--- config.mk ---
export PLATFORM = sky130hd
export DESIGN_NAME = opr2_nonskip_unit
export DESIGN_NICKNAME = d
export VERILOG_FILES = /design/src/rtl/opr2_pkg.sv /design/src/rtl/opr2_decode.sv /design/src/rtl/opr2_runctl.sv /design/src/rtl/opr2_acc.sv /design/src/rtl/opr2_pc.sv /design/src/rtl/opr2_nonskip_unit.sv
export SDC_FILE = /design/constraint.sdc
export NUM_CORES = 1
export LEC_CHECK = 0
export BUFFER_PORTS_ARGS = -buffer_cell sky130_fd_sc_hd__clkbuf_2
export CAP_MARGIN = 10
export CORE_MARGIN = 2
export CORE_UTILIZATION = 38
export CTS_CLUSTER_DIAMETER = 80
export DETAILED_ROUTE_END_ITERATION = 8
export GPL_TIMING_DRIVEN = 0
export HOLD_SLACK_MARGIN = 0.15
export PLACE_DENSITY = 0.76
export SLEW_MARGIN = 15
export SYNTH_ARGS = -nofsm -noshare
export SYNTH_HDL_FRONTEND = slang
export SYNTH_SLANG_ARGS = --single-unit
--- constraint.sdc ---
create_clock -name clk -period 1.6 [get_ports clk]
set_input_delay 0.16 -clock clk [delete_from_list [all_inputs] [get_ports clk]]
set_output_delay 0.16 -clock clk [all_outputs]
set_load 0.03 [all_outputs]
--- src/rtl/opr2_pkg.sv ---
package opr2_pkg;
   localparam int unsigned WORD_W  = 12;
   localparam int unsigned B_CLA   = 7;
   localparam int unsigned B_OSR   = 2;
   localparam int unsigned B_HLT   = 1;
   localparam int unsigned B_SKLO  = 3;
   localparam int unsigned B_SKHI  = 6;
   localparam int unsigned B_GRPLO = 8;

   typedef struct packed {
      logic grp2;
      logic cla;
      logic osr;
      logic hlt;
      logic skp;
   } op_sel_t;
endpackage

--- src/rtl/opr2_decode.sv ---
module opr2_decode
   import opr2_pkg::*;
#(
   parameter int unsigned W = 12
) (
   input  logic [W-1:0] instr_i,
   output op_sel_t      sel_o
);
   localparam int unsigned GRP_BITS = W - B_GRPLO;

   if (W != WORD_W) begin : g_bad_w
      $error("opr2_decode: word width must be 12");
   end

   logic in_grp;
   // bits 11..8 all ones and bit 0 clear
   assign in_grp = (&instr_i[W-1:B_GRPLO]) && !instr_i[0];

   always_comb begin
      sel_o      = '0;
      sel_o.grp2 = in_grp;
      sel_o.cla  = in_grp && instr_i[B_CLA];
      sel_o.osr  = in_grp && instr_i[B_OSR];
      sel_o.hlt  = in_grp && instr_i[B_HLT];
      // skip field decoded but never acted on
      sel_o.skp  = in_grp && (|instr_i[B_SKHI:B_SKLO]);
   end

   initial begin
      assert (GRP_BITS == 4) else $error("opr2_decode: group field width");
   end
endmodule

--- src/rtl/opr2_runctl.sv ---
module opr2_runctl #(
   parameter int unsigned PHASES = 4
) (
   input  logic clk,
   input  logic rst_n,
   input  logic cont_i,
   input  logic stop_i,
   input  logic halt_req_i,
   output logic run_o,
   output logic complete_o,
   output logic done_o
);
   localparam int unsigned PH_W = (PHASES > 1) ? $clog2(PHASES) : 1;
   localparam logic [PH_W-1:0] PH_LAST = PH_W'(PHASES - 1);

   if (PHASES < 1) begin : g_bad_ph
      $error("opr2_runctl: PHASES must be at least 1");
   end

   logic run_q;
   logic pend_q;
   logic done_q;
   logic complete;

   if (PHASES == 1) begin : g_single
      assign complete = run_q;
   end else begin : g_multi
      logic [PH_W-1:0] ph_q;
      always_ff @(posedge clk) begin
         if (!rst_n) begin
            ph_q <= '0;
         end else if (!run_q || complete) begin
            ph_q <= '0;
         end else begin
            ph_q <= ph_q + 1'b1;
         end
      end
      assign complete = run_q && (ph_q == PH_LAST);

      a_r12_phase_bound: assert property (@(posedge clk) disable iff (!rst_n)
         ph_q <= PH_LAST);
   end

   always_ff @(posedge clk) begin
      if (!rst_n) begin
         run_q  <= 1'b0;
         pend_q <= 1'b0;
         done_q <= 1'b0;
      end else begin
         done_q <= complete;
         if (!run_q) begin
            pend_q <= 1'b0;
            if (cont_i) run_q <= 1'b1;
         end else if (complete) begin
            pend_q <= 1'b0;
            if (halt_req_i || stop_i || pend_q) run_q <= 1'b0;
         end else if (stop_i) begin
            pend_q <= 1'b1;
         end
      end
   end

   assign run_o      = run_q;
   assign complete_o = complete;
   assign done_o     = done_q;

   a_r2_halt_drops_run: assert property (@(posedge clk) disable iff (!rst_n)
      (complete && halt_req_i) |=> !run_q);
   a_r7_stop_honoured: assert property (@(posedge clk) disable iff (!rst_n)
      (complete && (stop_i || pend_q)) |=> !run_q);
   a_r3_cont_starts: assert property (@(posedge clk) disable iff (!rst_n)
      (!run_q && cont_i) |=> run_q);
   a_r6_keeps_running: assert property (@(posedge clk) disable iff (!rst_n)
      (run_q && !complete) |=> run_q);
endmodule

--- src/rtl/opr2_acc.sv ---
module opr2_acc
   import opr2_pkg::*;
#(
   parameter int unsigned W = 12
) (
   input  logic         clk,
   input  logic         rst_n,
   input  logic         run_i,
   input  logic         complete_i,
   input  op_sel_t      sel_i,
   input  logic [W-1:0] sw_i,
   input  logic         ld_i,
   input  logic [W-1:0] ld_val_i,
   output logic [W-1:0] ac_o
);
   logic [W-1:0] ac_q;
   logic [W-1:0] cleared;
   logic [W-1:0] merged;

   // then R5: clear first, OR switches second
   assign cleared = sel_i.cla ? '0 : ac_q;
   assign merged  = cleared | (sel_i.osr ? sw_i : '0);

   always_ff @(posedge clk) begin
      if (!rst_n) begin
         ac_q <= '0;
      end else if (complete_i) begin
         if (sel_i.grp2) ac_q <= merged;
      end else if (ld_i && !run_i) begin
         ac_q <= ld_val_i;
      end
   end

   assign ac_o = ac_q;

   a_r10_ac_held_mid_instr: assert property (@(posedge clk) disable iff (!rst_n)
      (run_i && !complete_i) |=> $stable(ac_q));
   a_r4_clear_only: assert property (@(posedge clk) disable iff (!rst_n)
      (complete_i && sel_i.cla && !sel_i.osr) |=> (ac_q == '0));
   a_r1_outside_group_keeps_ac: assert property (@(posedge clk) disable iff (!rst_n)
      (complete_i && !sel_i.grp2) |=> $stable(ac_q));
endmodule

--- src/rtl/opr2_pc.sv ---
module opr2_pc #(
   parameter int unsigned W = 12
) (
   input  logic         clk,
   input  logic         rst_n,
   input  logic         run_i,
   input  logic         complete_i,
   input  logic         ld_i,
   input  logic [W-1:0] ld_val_i,
   output logic [W-1:0] pc_o,
   output logic [W-1:0] ma_o
);
   logic [W-1:0] pc_q;
   logic [W-1:0] ma_q;
   logic [W-1:0] pc_inc;

   assign pc_inc = pc_q + 1'b1;   // natural wrap

   always_ff @(posedge clk) begin
      if (!rst_n) begin
         pc_q <= '0;
         ma_q <= '0;
      end else if (complete_i) begin
         pc_q <= pc_inc;
         ma_q <= pc_inc;
      end else if (ld_i && !run_i) begin
         pc_q <= ld_val_i;
         ma_q <= ld_val_i;
      end
   end

   assign pc_o = pc_q;
   assign ma_o = ma_q;

   a_r6_pc_steps_one: assert property (@(posedge clk) disable iff (!rst_n)
      complete_i |=> (pc_q == $past(pc_q) + 1'b1));
   a_r9_ma_tracks_pc: assert property (@(posedge clk) disable iff (!rst_n)
      ma_q == pc_q);
   a_r10_pc_held_mid_instr: assert property (@(posedge clk) disable iff (!rst_n)
      (run_i && !complete_i) |=> $stable(pc_q));
endmodule

--- src/rtl/opr2_nonskip_unit.sv ---
module opr2_nonskip_unit
   import opr2_pkg::*;
#(
   parameter int unsigned W      = 12,
   parameter int unsigned PHASES = 4
) (
   input  logic         clk,
   input  logic         rst_n,
   input  logic [W-1:0] instr_i,
   input  logic [W-1:0] sw_i,
   input  logic         ac_ld_i,
   input  logic [W-1:0] ac_val_i,
   input  logic         pc_ld_i,
   input  logic [W-1:0] pc_val_i,
   input  logic         cont_i,
   input  logic         stop_i,
   output logic [W-1:0] ac_o,
   output logic [W-1:0] pc_o,
   output logic [W-1:0] ma_o,
   output logic         running_o,
   output logic         done_o
);
   if (W != WORD_W) begin : g_bad_w
      $error("opr2_nonskip_unit: W must be 12");
   end

   op_sel_t sel;
   logic    run;
   logic    complete;

   opr2_decode #(.W(W)) u_dec (
      .instr_i (instr_i),
      .sel_o   (sel)
   );

   opr2_runctl #(.PHASES(PHASES)) u_run (
      .clk        (clk),
      .rst_n      (rst_n),
      .cont_i     (cont_i),
      .stop_i     (stop_i),
      .halt_req_i (sel.hlt),
      .run_o      (run),
      .complete_o (complete),
      .done_o     (done_o)
   );

   opr2_acc #(.W(W)) u_acc (
      .clk        (clk),
      .rst_n      (rst_n),
      .run_i      (run),
      .complete_i (complete),
      .sel_i      (sel),
      .sw_i       (sw_i),
      .ld_i       (ac_ld_i),
      .ld_val_i   (ac_val_i),
      .ac_o       (ac_o)
   );

   opr2_pc #(.W(W)) u_pc (
      .clk        (clk),
      .rst_n      (rst_n),
      .run_i      (run),
      .complete_i (complete),
      .ld_i       (pc_ld_i),
      .ld_val_i   (pc_val_i),
      .pc_o       (pc_o),
      .ma_o       (ma_o)
   );

   assign running_o = run;

   a_r11_skip_no_extra_step: assert property (@(posedge clk) disable iff (!rst_n)
      (complete && sel.skp) |=> (pc_o == $past(pc_o) + 1'b1));
   a_r13_done_follows_run: assert property (@(posedge clk) disable iff (!rst_n)
      done_o |-> $past(run));
endmodule

**After elaboration in Yosys (flattened, before gate mapping)**

Cells that the tools add are included.

- Bitwise gates (word level): 3
- Eq/ne operators: 2
- $add $sub $neg: 2
- Muxes and demuxes: 11
- Reductions and logical operators: 18

Operators by type and width:

| cell | number |
|---|---|
| $mux W12 | 7 |
| $add A12 B1 Y12 const B | 1 |
| $or A12 B12 Y12 | 1 |
| $logic_and A1 B1 Y1 | 7 |
| $mux W1 | 4 |
| $reduce_and A4 Y1 | 1 |
| $reduce_bool A2 Y1 | 2 |
| $logic_or A1 B1 Y1 | 3 |
| $reduce_or A3 Y1 | 1 |
| $add A2 B1 Y2 const B | 1 |
| $eq A2 B2 Y1 const B | 1 |
| $logic_not A1 Y1 | 2 |
| $ne A2 B2 Y1 const B | 1 |
| $not A1 Y1 | 2 |
| $reduce_and A2 Y1 | 1 |
| $reduce_or A2 Y1 | 1 |

- Flip-flop bits (word level): 29

**Depth between registers and ports, before layout**

Gate-level depths: netlist of run 1.

- Word-level depth: 8
- Gate-level depth with buffers: 7

**Modules after synthesis**

Synthesis of run 1 repeated with hierarchy kept, for this count alone.

- Cells, all modules: 206
- Area, all modules: 1740.4 um^2

By module, submodules not included:

| module | times used | cells an instance | sequential area each (um^2) | area an instance (um^2) |
|---|---|---|---|---|
| opr2_pc | 1 | 93 | 240.2 | 779.5 |
| opr2_acc | 1 | 84 | 240.2 | 686.9 |
| opr2_runctl | 1 | 17 | 100.1 | 171.4 |
| opr2_decode | 1 | 12 | 0.0 | 102.6 |

**Least setup slack after synthesis of run 1**

No wires, ideal clock.

- Kind: register -> register
- Start: reg u_run.run_q (netlist: u_run.run_o)
- End: reg u_acc.ac_q[10] (netlist: u_acc.ac_o[10])
- Stages on the path, launching flop included: 7
- Clock period less this slack: 1627 ps
- Setup slack: -27 ps
- Arrival: 1502 ps
- Library setup time: 125 ps
- Path buffers: 2
- Path through: dfxtp_1 > and2_4 > buf_8 > a31oi_4 > buf_6 > a222oi_1 > nor2b_1

- Longest elaborated chain between the ends: 4

RTL lines:

| element | RTL line | text |
|---|---|---|
| start, declared | opr2_runctl.sv:20 | `logic run_q;` |
| start signal, assigned | opr2_runctl.sv:46 | `run_q <= 1'b0;` |
| start signal, assigned | opr2_runctl.sv:53 | `if (cont_i) run_q <= 1'b1;` |
| start signal, assigned | opr2_runctl.sv:56 | `if (halt_req_i \|\| stop_i \|\| pend_q) run_q <= 1'b0;` |
| $logic_not A1 Y1 | opr2_acc.sv:29 | `end else if (ld_i && !run_i) begin` |
| $logic_and A1 B1 Y1 | opr2_acc.sv:29 |  |
| $reduce_bool A2 Y1 (no line) | - |  |
| $reduce_and A2 Y1 (no line) | - |  |
| end signal, assigned | opr2_acc.sv:28 | `if (sel_i.grp2) ac_q <= merged;` |
| end signal, assigned | opr2_acc.sv:30 | `ac_q <= ld_val_i;` |
| end, declared | opr2_acc.sv:16 | `logic [W-1:0] ac_q;` |

Parallel ways exist; a longest one is shown, timed or not.
A chain may end at the register's enable or synchronous reset.

**Final worst setup path of run 1**

- Start: reg u_run.g_multi.ph_q[0]
- End: reg u_acc.ac_q[9] (netlist: u_acc.ac_o[9])

- Longest elaborated chain between the ends: 4

RTL lines:

| element | RTL line | text |
|---|---|---|
| start, declared | opr2_runctl.sv:28 | `logic [PH_W-1:0] ph_q;` |
| start signal, assigned | opr2_runctl.sv:35 | `ph_q <= ph_q + 1'b1;` |
| $eq A2 B2 Y1 (*) | opr2_runctl.sv:38 | `assign complete = run_q && (ph_q == PH_LAST);` |
| $logic_and A1 B1 Y1 (*) | opr2_runctl.sv:38 |  |
| $ne A2 B2 Y1 (no line) or $reduce_bool A2 Y1 (tied branches) | - |  |
| $reduce_and A2 Y1 (no line) | - |  |

Mark *: on every way between the ends. The rest lies on a longest branch, timed or not.

==> results of run 1 <==
==> cells in the mapped netlist (2+ instances only) <==
cell | number | area [um2]
sky130_fd_sc_hd__clkbuf_1 | 5 | 18.8
sky130_fd_sc_hd__o21ai_1 | 2 | 10.0
sky130_fd_sc_hd__a2bb2oi_1 | 4 | 35.0
sky130_fd_sc_hd__a21oi_1 | 5 | 25.0
sky130_fd_sc_hd__and3_1 | 6 | 37.5
sky130_fd_sc_hd__and4_1 | 2 | 17.5
sky130_fd_sc_hd__and2b_4 | 2 | 20.0
sky130_fd_sc_hd__inv_1 | 3 | 11.3
sky130_fd_sc_hd__nor2_1 | 8 | 30.0
sky130_fd_sc_hd__nand4b_1 | 2 | 17.5
sky130_fd_sc_hd__nand2_1 | 8 | 30.0
sky130_fd_sc_hd__nor3_1 | 2 | 10.0
sky130_fd_sc_hd__buf_4 | 12 | 90.1
sky130_fd_sc_hd__nor2b_1 | 11 | 68.8
sky130_fd_sc_hd__nand3_1 | 6 | 30.0
sky130_fd_sc_hd__a222oi_1 | 12 | 120
sky130_fd_sc_hd__ha_1 | 2 | 25.0
sky130_fd_sc_hd__nand4_1 | 4 | 25.0
sky130_fd_sc_hd__buf_2 | 4 | 20.0
sky130_fd_sc_hd__o21ai_0 | 5 | 25.0
sky130_fd_sc_hd__a211oi_1 | 2 | 15.0
sky130_fd_sc_hd__dfxtp_1 | 29 | 581
==> power by group through the flow <==
stage	Sequential, mW	Combinational, mW	Clock [mW]
after floorplan	0.888	0.182	0
after global placement	0.818	0.392	0
after detailed placement	0.820	0.396	0
after CTS	0.805	0.424	0.584
after global routing	0.812	0.461	0.624
final	0.807	0.428	0.573
==> tightest hold or removal path, cell delays in order <==
cell	delay, ps
sky130_fd_sc_hd__clkbuf_2	80
sky130_fd_sc_hd__a2bb2oi_1	50
sky130_fd_sc_hd__a21oi_1	100
==> path summary, 6_finish.rpt <==
kind                          from               endpoint  slack (ps)  depth (start not counted)
min reg2reg  u_run.g_multi.ph_q[0]  u_run.g_multi.ph_q[0]         430                          1
min                    pc_val_i[8]           u_pc.pc_o[8]         150                          3
max          u_run.g_multi.ph_q[0]          u_acc.ac_o[9]         110                          6
max reg2reg  u_run.g_multi.ph_q[0]          u_acc.ac_o[9]         110                          6
==> state kept, by name, summed over array words and instances (netlist names) <==
| signal | flops |
|---|---|
| u_acc.ac_o | 12 |
| u_pc.pc_o | 12 |
| u_run.g_multi.ph_q | 2 |
| u_run.done_o | 1 |
| u_run.pend_q | 1 |
| u_run.run_o | 1 |
==> layout make-up <==
type                            instances  area, um2
Buffer                                 22        140
Sequential cell                        29        584
Fill cell                             362       1460
Clock buffer                            8       80.1
Timing Repair Buffer                  106        613
Inverter                                3       11.3
Multi-Input combinational cell        101        714
Tap cell                               48       60.1
==> cell families (layout without fill, tap and decap cells) <==
kind of cell,Yosys count,count (layout),synth area share [%]
flip-flops,29,29,40.1
AO/OA/AOI/OAI,40,40,22.5
AND/OR/NAND/NOR,59,59,24.2
buffers and inverters,26,139,11.5
adder cells (fa/ha/maj),2,2,1.73
==> routing by layer <==
layer	vias up	wire (um)	GRT usage (%)
met2	62	2060	31.1
met5	-	0	0
li1	803	-	-
met1	758	1790	23.1
met3	9	226	4.11
met4	0	99	11.2
==> per-stage QoR <==
step / setup TNS (ps) / cells / utilization [%] / hold slack (ps)
finish: 0 / 317 / 60.2 / 148
global route: 0 / 317 / 60.2 / 157
CTS: 0 / 314 / 59.5 / 151
detailed placement: -290 / 291 / 53.1 / 388
global placement: -77.1 / 291 / 53.1 / 376
floorplan: 0 / 156 / - / 283
==> repair_timing <==
action | CTS | global route
gates resized for setup | 2 | 2
endpoints found under the hold margin | 13 | 1
setup buffers | 1 | 2
hold buffers | 14 | 1
gates cloned | 0 | 1
endpoints found under the setup margin | 10 | 10
pin swaps | 3 | 1
==> flow_summary.ini, run 1 <==
[floorplan]
floorplan.io_pins = 92
starting_density_pct = 39.6
floorplan.die_area_um2 = 4320
die_h_um = 65.8
floorplan.rows = 22
core_um2 = 3660
die_w_um = 65.8

[sta]
max_slew_margin_pct = 70.1
number_of_setup_violations_in_the_final_report = 0
timing_worst_slew_pin_value_ps = 448
postLayoutSetupSlackWorst_ps = 112
period_minus_slack_ps = 1490
final.period_utilization_pct = 93.0
grt_setup_unrepaired = false
peak_clock_frequency_supported_by_timing_mhz = 672
clock-skew-final_ps = 7.68
final-max-slew-violation-count = 0
report.final.hold_viol_count = 0

[global_routing]
grt_max_degree = 11
number_of_global_route_vias_before_repair = 1420
grt_first_pass_wirelength_um = 6220
global_route.usage.total_pct = 19.1
global_route.overflow_total = 0
grt_antenna_before_repair = 0

[yosys]
synth_area_um2 = 1450
synthArstFlopShare_pct = 0
number_of_nets_in_the_synthesized_netlist = 212
yosys.cell_types.count = 42
postSynthAreaPerCell_um2 = 9.29
postSynthRegisterBits = 29
synth_sequential_area_ratio_pct = 40.1
total_number_of_yosys_warnings = 0
synth-main-ff-cell = sky130_fd_sc_hd__dfxtp_1
synth_enable_flop_cells = 0
synth_cells = 156

[final_layout]
final_cell_area_um2 = 2200
final_common_cell = sky130_fd_sc_hd__clkbuf_2
post_route_cells_drive_above_1_share_pct = 45.7
layout-area-overhead-vs-synth_pct = 52.1
layout.nets = 324
mostFrequentLayoutCells = 87 x sky130_fd_sc_hd__clkbuf_2, 26 x sky130_fd_sc_hd__dfxtp_1, 15 x sky130_fd_sc_hd__buf_4, 15 x sky130_fd_sc_hd__dlygate4sd3_1, 12 x sky130_fd_sc_hd__a222oi_1
number_of_diodes_added_for_antenna_fixing = 0

[status]
outcome = finished clean

[run]
timing.max_cap.violations = 0

[critical_path]
cp_top_family = simple AND/OR/NAND/NOR gates
worst_path_cell_trace = ha_4 -> nand2_1 -> nor3_2 -> buf_2 -> a222oi_1 -> nor2b_1
path_max_fanout = 10
required_time_of_the_critical_path_ps = 1810
cp_slowest_stage_delay_ps = 350
crit_slowest_cell = sky130_fd_sc_hd__dfxtp_2
critPathCaptureType = flop
setup.worst_path.start_class = flop
timing_worst_setup_path_type = flop to flop
cp.arrival_ps = 1700
critical_path_buf_inv_count = 1

[clock_network]
clock_tree.buffer_depth = 2
cts_root_buffer = sky130_fd_sc_hd__clkbuf_8
cts.reportedPaths.clkPinSlew_ps = 70
cts.htree.levels = 2
numCtsBuffers = 5
clock_tree_from_tritoncts = done
cts_num_sinks = 29
clk_latency_ps = 280

[hold_path]
holdCritPathClass = input pin to flop

[power]
power.net_switching_mw = 0.542
swShare_pct = 30.0
clock_power_share_pct = 31.7
power_per_cell_area_nw_per_um2 = 820
total_power_mw = 1.81
power_leakage_nw = 1.08
register_share_of_total_power_pct = 44.6
intPower_mw = 1.27
max-vdd-ir-drop_mv = 0.524
combinationalPowerShare_pct = 23.7

[detailed_routing]
detailroute.via_count = 1632
drt-initial-drc-count = 149
drc = 0
dr.pass1.iters = 4
postRouteAntennaNets = 0
route.final.wire_length_um = 4170
routed_via_density = 5.15
routed_wire_length_per_instance_um = 13.2

[placed_design]
detailedPlacementHpwl_um = 2870
portBuffers = 87
detailedPlace.worstSlack_ps = -70.1
postPlaceCellArea_um2 = 1950
gp_congestion = 0.770
(Power assumes the default switching activity.)
==> inputs of run 2 (changes only) <==
--- a/config.mk
+++ b/config.mk
@@ -13,7 +13,7 @@
 export DETAILED_ROUTE_END_ITERATION = 8
 export GPL_TIMING_DRIVEN = 0
 export HOLD_SLACK_MARGIN = 0.15
-export PLACE_DENSITY = 0.76
+export PLACE_DENSITY = 0.88
 export SLEW_MARGIN = 15
 export SYNTH_ARGS = -nofsm -noshare
 export SYNTH_HDL_FRONTEND = slang
==> run 2 against run 1 <==
  * Clock power increased by 58%
  * Clock-buffer cell count decreased by 3
  * Total power increased by 19%
  * Non-clock buffer count increased by 2
  * Design area increased by 3.5%
  * Core utilization increased by 2.1 points
  * Critical endpoint is now u_pc.pc_o[11]
  * Largest power group is now the clock network
==> flow_summary.ini, run 2 (synthesis results as in run 1) <==
[status]
outcome = finished clean

[floorplan]
floorplan.io_pins = 92
starting_density_pct = 39.6
die_h_um = 65.8
floorplan.die_area_um2 = 4320
die_w_um = 65.8
core_um2 = 3660
floorplan.rows = 22

[critical_path]
cp_slowest_stage_delay_ps = 420
critical_path_buf_inv_count = 1
required_time_of_the_critical_path_ps = 1800
capture_instance_of_the_worst_register_to_register_path = u_pc.pc_o[11]
worst_path_cell_trace = and3_1 -> clkbuf_1 -> nand4_1 -> or3_1 -> a31oi_1
worst-path-stages = 5
critPathCaptureType = flop
timing_worst_setup_path_type = flop to flop
cp_top_family = simple AND/OR/NAND/NOR gates
r2r_start = u_pc.pc_o[2]
crit_slowest_cell = sky130_fd_sc_hd__dfxtp_1
r2r_slack_ps = 60
path_max_fanout = 6
cp.arrival_ps = 1740
setup.worst_path.start_class = flop
worstSetupEndpoint = u_pc.pc_o[11]
depth_of_the_worst_register_to_register_path = 5
crit_path_start = u_pc.pc_o[2]

[detailed_routing]
wl_met2_um = 2250
m1WireLength_um = 1690
postRouteAntennaNets = 0
dr.pass1.iters = 5
route.final.wire_length_um = 4390
drt-initial-drc-count = 195
routed.top_layer = met4
detailroute.via_count = 1659
drc = 0
dr_wl_met3_um = 369
routed_via_density = 5.20
routed_wire_length_per_instance_um = 13.7

[hold_path]
holdCritPathClass = input pin to flop
hold-path-cell-count = 3

[clock_network]
clock_tree.buffer_depth = 2
clock_tree_from_tritoncts = done
numCtsBuffers = 5
cts.reportedPaths.clkPinSlew_ps = 70
cts_root_buffer = sky130_fd_sc_hd__clkbuf_8
cts_num_sinks = 29
cts.htree.levels = 2
clk_latency_ps = 280

[global_routing]
number_of_global_route_vias_before_repair = 1493
global_route.usage.total_pct = 20.2
grt_first_pass_wirelength_um = 6690
global_route.overflow_total = 0
grt_max_degree = 11
grt_antenna_before_repair = 0

[sta]
report.final.hold_viol_count = 0
peak_clock_frequency_supported_by_timing_mhz = 651
clock-skew-final_ps = 6.42
setup-tns-final_ps = 0
max_slew_margin_pct = 67.7
final-max-slew-violation-count = 0
period_minus_slack_ps = 1540
final.period_utilization_pct = 96.0
number_of_setup_violations_in_the_final_report = 0
timing_worst_slew_pin_value_ps = 485

[run]
timing.max_cap.violations = 0

[placed_design]
postPlaceCellArea_um2 = 1950
detailedPlacementHpwl_um = 2980
gp_congestion = 0.797
portBuffers = 87

[final_layout]
layout-area-overhead-vs-synth_pct = 57.3
number_of_diodes_added_for_antenna_fixing = 0
final_cell_area_um2 = 2280
final_common_cell = sky130_fd_sc_hd__clkbuf_2
post_route_cells_drive_above_1_share_pct = 46.9
layout.nets = 326
mostFrequentLayoutCells = 87 x sky130_fd_sc_hd__clkbuf_2, 26 x sky130_fd_sc_hd__dfxtp_1, 17 x sky130_fd_sc_hd__dlygate4sd3_1

[power]
power_leakage_nw = 1.12
total_power_mw = 2.15
max-vdd-ir-drop_mv = 0.625
power_per_cell_area_nw_per_um2 = 943
==> run 2: where the power goes <==
part / internal, mW / switching [mW] / total [mW]
sequential: 0.764 / 0.0417 / 0.806
clock: 0.618 / 0.289 / 0.907
combinational: 0.197 / 0.240 / 0.437
==> run 2: stage by stage <==
step           setup WS, ps  cells  hold slack, ps  utilization, %
2_1_floorplan          17.5    156             283               -
5_1_grt               -8.32    319             152            62.3
3_5_place_dp          -28.1    291             397            53.1
6_report               63.5    319             152            62.3
3_3_place_gp           1.88    291             380            53.1
4_1_cts                13.2    316             152            61.6
==> run 2: cell type report <==
class / count / area [um2]
plain buffers: 22 / 140
fillers: 337 / 1380
clock buffers: 5 / 68.8
multi-input cells: 101 / 717
well taps: 48 / 60.1
flip-flops and latches: 29 / 584
repair buffers: 108 / 633
inverters: 3 / 11.3
clock inverters: 3 / 65.1
==> run 2: per-layer routing <==
| layer | up-vias | GRT usage (%) |
|---|---|---|
| li1 | 810 | - |
| met1 | 760 | 22.8 |
| met2 | 81 | 35.0 |
| met3 | 8 | 5.99 |
| met4 | 0 | 8.33 |
| met5 | - | 0 |
==> run 2: tightest hold or removal path: stages <==
cell	delay [ps]
sky130_fd_sc_hd__clkbuf_2	80
sky130_fd_sc_hd__a2bb2oi_1	50
sky130_fd_sc_hd__a21oi_1	110
==> run 2: worst min path at each step <==
stage                     to  slack (ps)         from
2_1_floorplan   u_run.pend_q         280       stop_i
5_1_grt         u_pc.pc_o[9]         150  pc_val_i[9]
6_report        u_pc.pc_o[9]         150  pc_val_i[9]
4_1_cts        u_acc.ac_o[7]         150      sw_i[7]
3_5_place_dp    u_run.pend_q         400       stop_i
3_3_place_gp    u_run.pend_q         380       stop_i
==> run 2: what timing repair did <==
action                                  CTS  global route
endpoints found under the setup margin    9            10
gates cloned                              0             1
buffers inserted                          0             3
hold buffers                             17             0
gates resized for setup                   2             3
hold endpoints to repair                 16             0
pin swaps                                 4             2
==> inputs of run 3 (changes only) <==
--- a/config.mk
+++ b/config.mk
@@ -14,6 +14,7 @@
 export GPL_TIMING_DRIVEN = 0
 export HOLD_SLACK_MARGIN = 0.15
 export PLACE_DENSITY = 0.88
+export RECOVER_POWER = 100
 export SLEW_MARGIN = 15
 export SYNTH_ARGS = -nofsm -noshare
 export SYNTH_HDL_FRONTEND = slang
==> run 3 against run 2 <==
  * Register-to-register slack barely moved
  * Worst setup slack improved by 6.7 ps
  * Largest cell class unchanged
  * Fmax grew 0.44%
  * Routed wire length increased by 1.0%
  * Core utilization fell by 0.75 points
==> flow_summary.ini, run 3 (synthesis results as in run 1) <==
[clock_network]
cts_root_buffer = sky130_fd_sc_hd__clkbuf_8
numCtsBuffers = 5
clock_tree.buffer_depth = 2
clk_latency_ps = 280
clock_tree_from_tritoncts = done
cts.reportedPaths.clkPinSlew_ps = 70
cts.htree.levels = 2
cts_num_sinks = 29

[critical_path]
path_max_fanout = 6
timing_worst_setup_path_type = flop to flop
cp.arrival_ps = 1730
setup.worst_path.start_class = flop
required_time_of_the_critical_path_ps = 1800
critPathCaptureType = flop

[sta]
timing_worst_slew_pin_value_ps = 514
final-max-slew-violation-count = 0
postLayoutSetupSlackWorst_ps = 70.2
clock-skew-final_ps = 6.70
period_minus_slack_ps = 1530
peak_clock_frequency_supported_by_timing_mhz = 654
report.final.hold_viol_count = 0
max_slew_margin_pct = 65.8
number_of_setup_violations_in_the_final_report = 0
final.period_utilization_pct = 95.6
worst_hold_slack_ps = 151

[detailed_routing]
routed_via_density = 5.21
drc = 0
detailroute.via_count = 1661
route.final.wire_length_um = 4430
routed_wire_length_per_instance_um = 13.9
postRouteAntennaNets = 0
drt-initial-drc-count = 178
dr.pass1.iters = 6

[power]
max-vdd-ir-drop_mv = 0.625
power_per_cell_area_nw_per_um2 = 953
power_leakage_nw = 1.05
total_power_mw = 2.15

[floorplan]
starting_density_pct = 39.6
floorplan.die_area_um2 = 4320
floorplan.rows = 22
core_um2 = 3660
floorplan.io_pins = 92
die_h_um = 65.8
die_w_um = 65.8

[placed_design]
postPlaceCellArea_um2 = 1950
gp_congestion = 0.797
portBuffers = 87
placed_cells_incl_taps = 291
detailedPlacementHpwl_um = 2980
detailedPlace.worstSlack_ps = -28.1

[global_routing]
number_of_global_route_vias_before_repair = 1493
grt_first_pass_wirelength_um = 6690
grt_antenna_before_repair = 0
global_route.overflow_total = 0
global_route.usage.total_pct = 20.2
grt_max_degree = 11

[status]
outcome = finished clean

[final_layout]
post_route_cells_drive_above_1_share_pct = 39.5
mostFrequentLayoutCells = 68 x sky130_fd_sc_hd__clkbuf_2, 26 x sky130_fd_sc_hd__dfxtp_1, 25 x sky130_fd_sc_hd__clkbuf_1
layout-area-overhead-vs-synth_pct = 55.4
instances_no_fill = 319
final_cell_area_um2 = 2250
final_common_cell = sky130_fd_sc_hd__clkbuf_2
layout.nets = 326
number_of_diodes_added_for_antenna_fixing = 0

[run]
timing.max_cap.violations = 0

[hold_path]
holdCritPathClass = input pin to flop
## run 3: cell types whose count changed in the layout (fill, tap and decap cells not counted), sizes merged
cell / before / now
clkbuf: 97 / 98
buf: 21 / 20
## run 3: final timing paths
| path | startpoint | endpoint | slack (ps) | cells past startpoint |
|---|---|---|---|---|
| max | u_pc.pc_o[2] | u_pc.pc_o[11] | 70 | 5 |
| min | pc_val_i[9] | u_pc.pc_o[9] | 150 | 3 |
| max reg2reg | u_pc.pc_o[2] | u_pc.pc_o[11] | 70 | 5 |
| min reg2reg | u_run.g_multi.ph_q[0] | u_run.g_multi.ph_q[0] | 430 | 1 |
## run 3: layout make-up
cell class                      count  area, um2
Buffer                             22        140
Fill cell                         350       1410
Clock inverter                      3       65.1
Inverter                            3       11.3
Timing Repair Buffer              108        606
Multi-Input combinational cell    101        717
Clock buffer                        5       68.8
Tap cell                           48       60.1
Sequential cell                    29        584
## run 3: report_power, final
part	internal, mW	leakage, nW	switching [mW]
sequential	0.764	0.239	0.0418
clock	0.618	0.0681	0.291
combinational	0.190	0.746	0.240
## run 3: repair_timing
action,in CTS,in global routing
pin swaps,4,2
hold buffers,17,0
cloned,0,1
endpoints found under the hold margin,16,0
gates resized for setup,2,3
buffers inserted,0,3
endpoints found under the setup margin,9,10
## run 3: metrics by stage
step           util (%)  setup TNS [ps]
6_report           61.5               0
5_1_grt            61.5           -11.4
4_1_cts            61.6               0
3_5_place_dp       53.1           -45.0
3_3_place_gp       53.1               0
2_1_floorplan         -               0
## run 3: layer usage
layer / track usage [%] / vias to the layer above / share of wire, %
li1: - / 807 / -
met1: 22.8 / 759 / 40
met2: 35.0 / 83 / 50
met3: 5.99 / 12 / 7.4
met4: 8.33 / 0 / 1.9
met5: 0 / - / 0
## run 3: worst max-delay path, stage by stage (launching register included)
cell and delay (ps):
sky130_fd_sc_hd__dfxtp_1 430, sky130_fd_sc_hd__and3_1 200, sky130_fd_sc_hd__clkbuf_1 220, sky130_fd_sc_hd__nand4_1 120, sky130_fd_sc_hd__or3_1 310, sky130_fd_sc_hd__a31oi_1 180
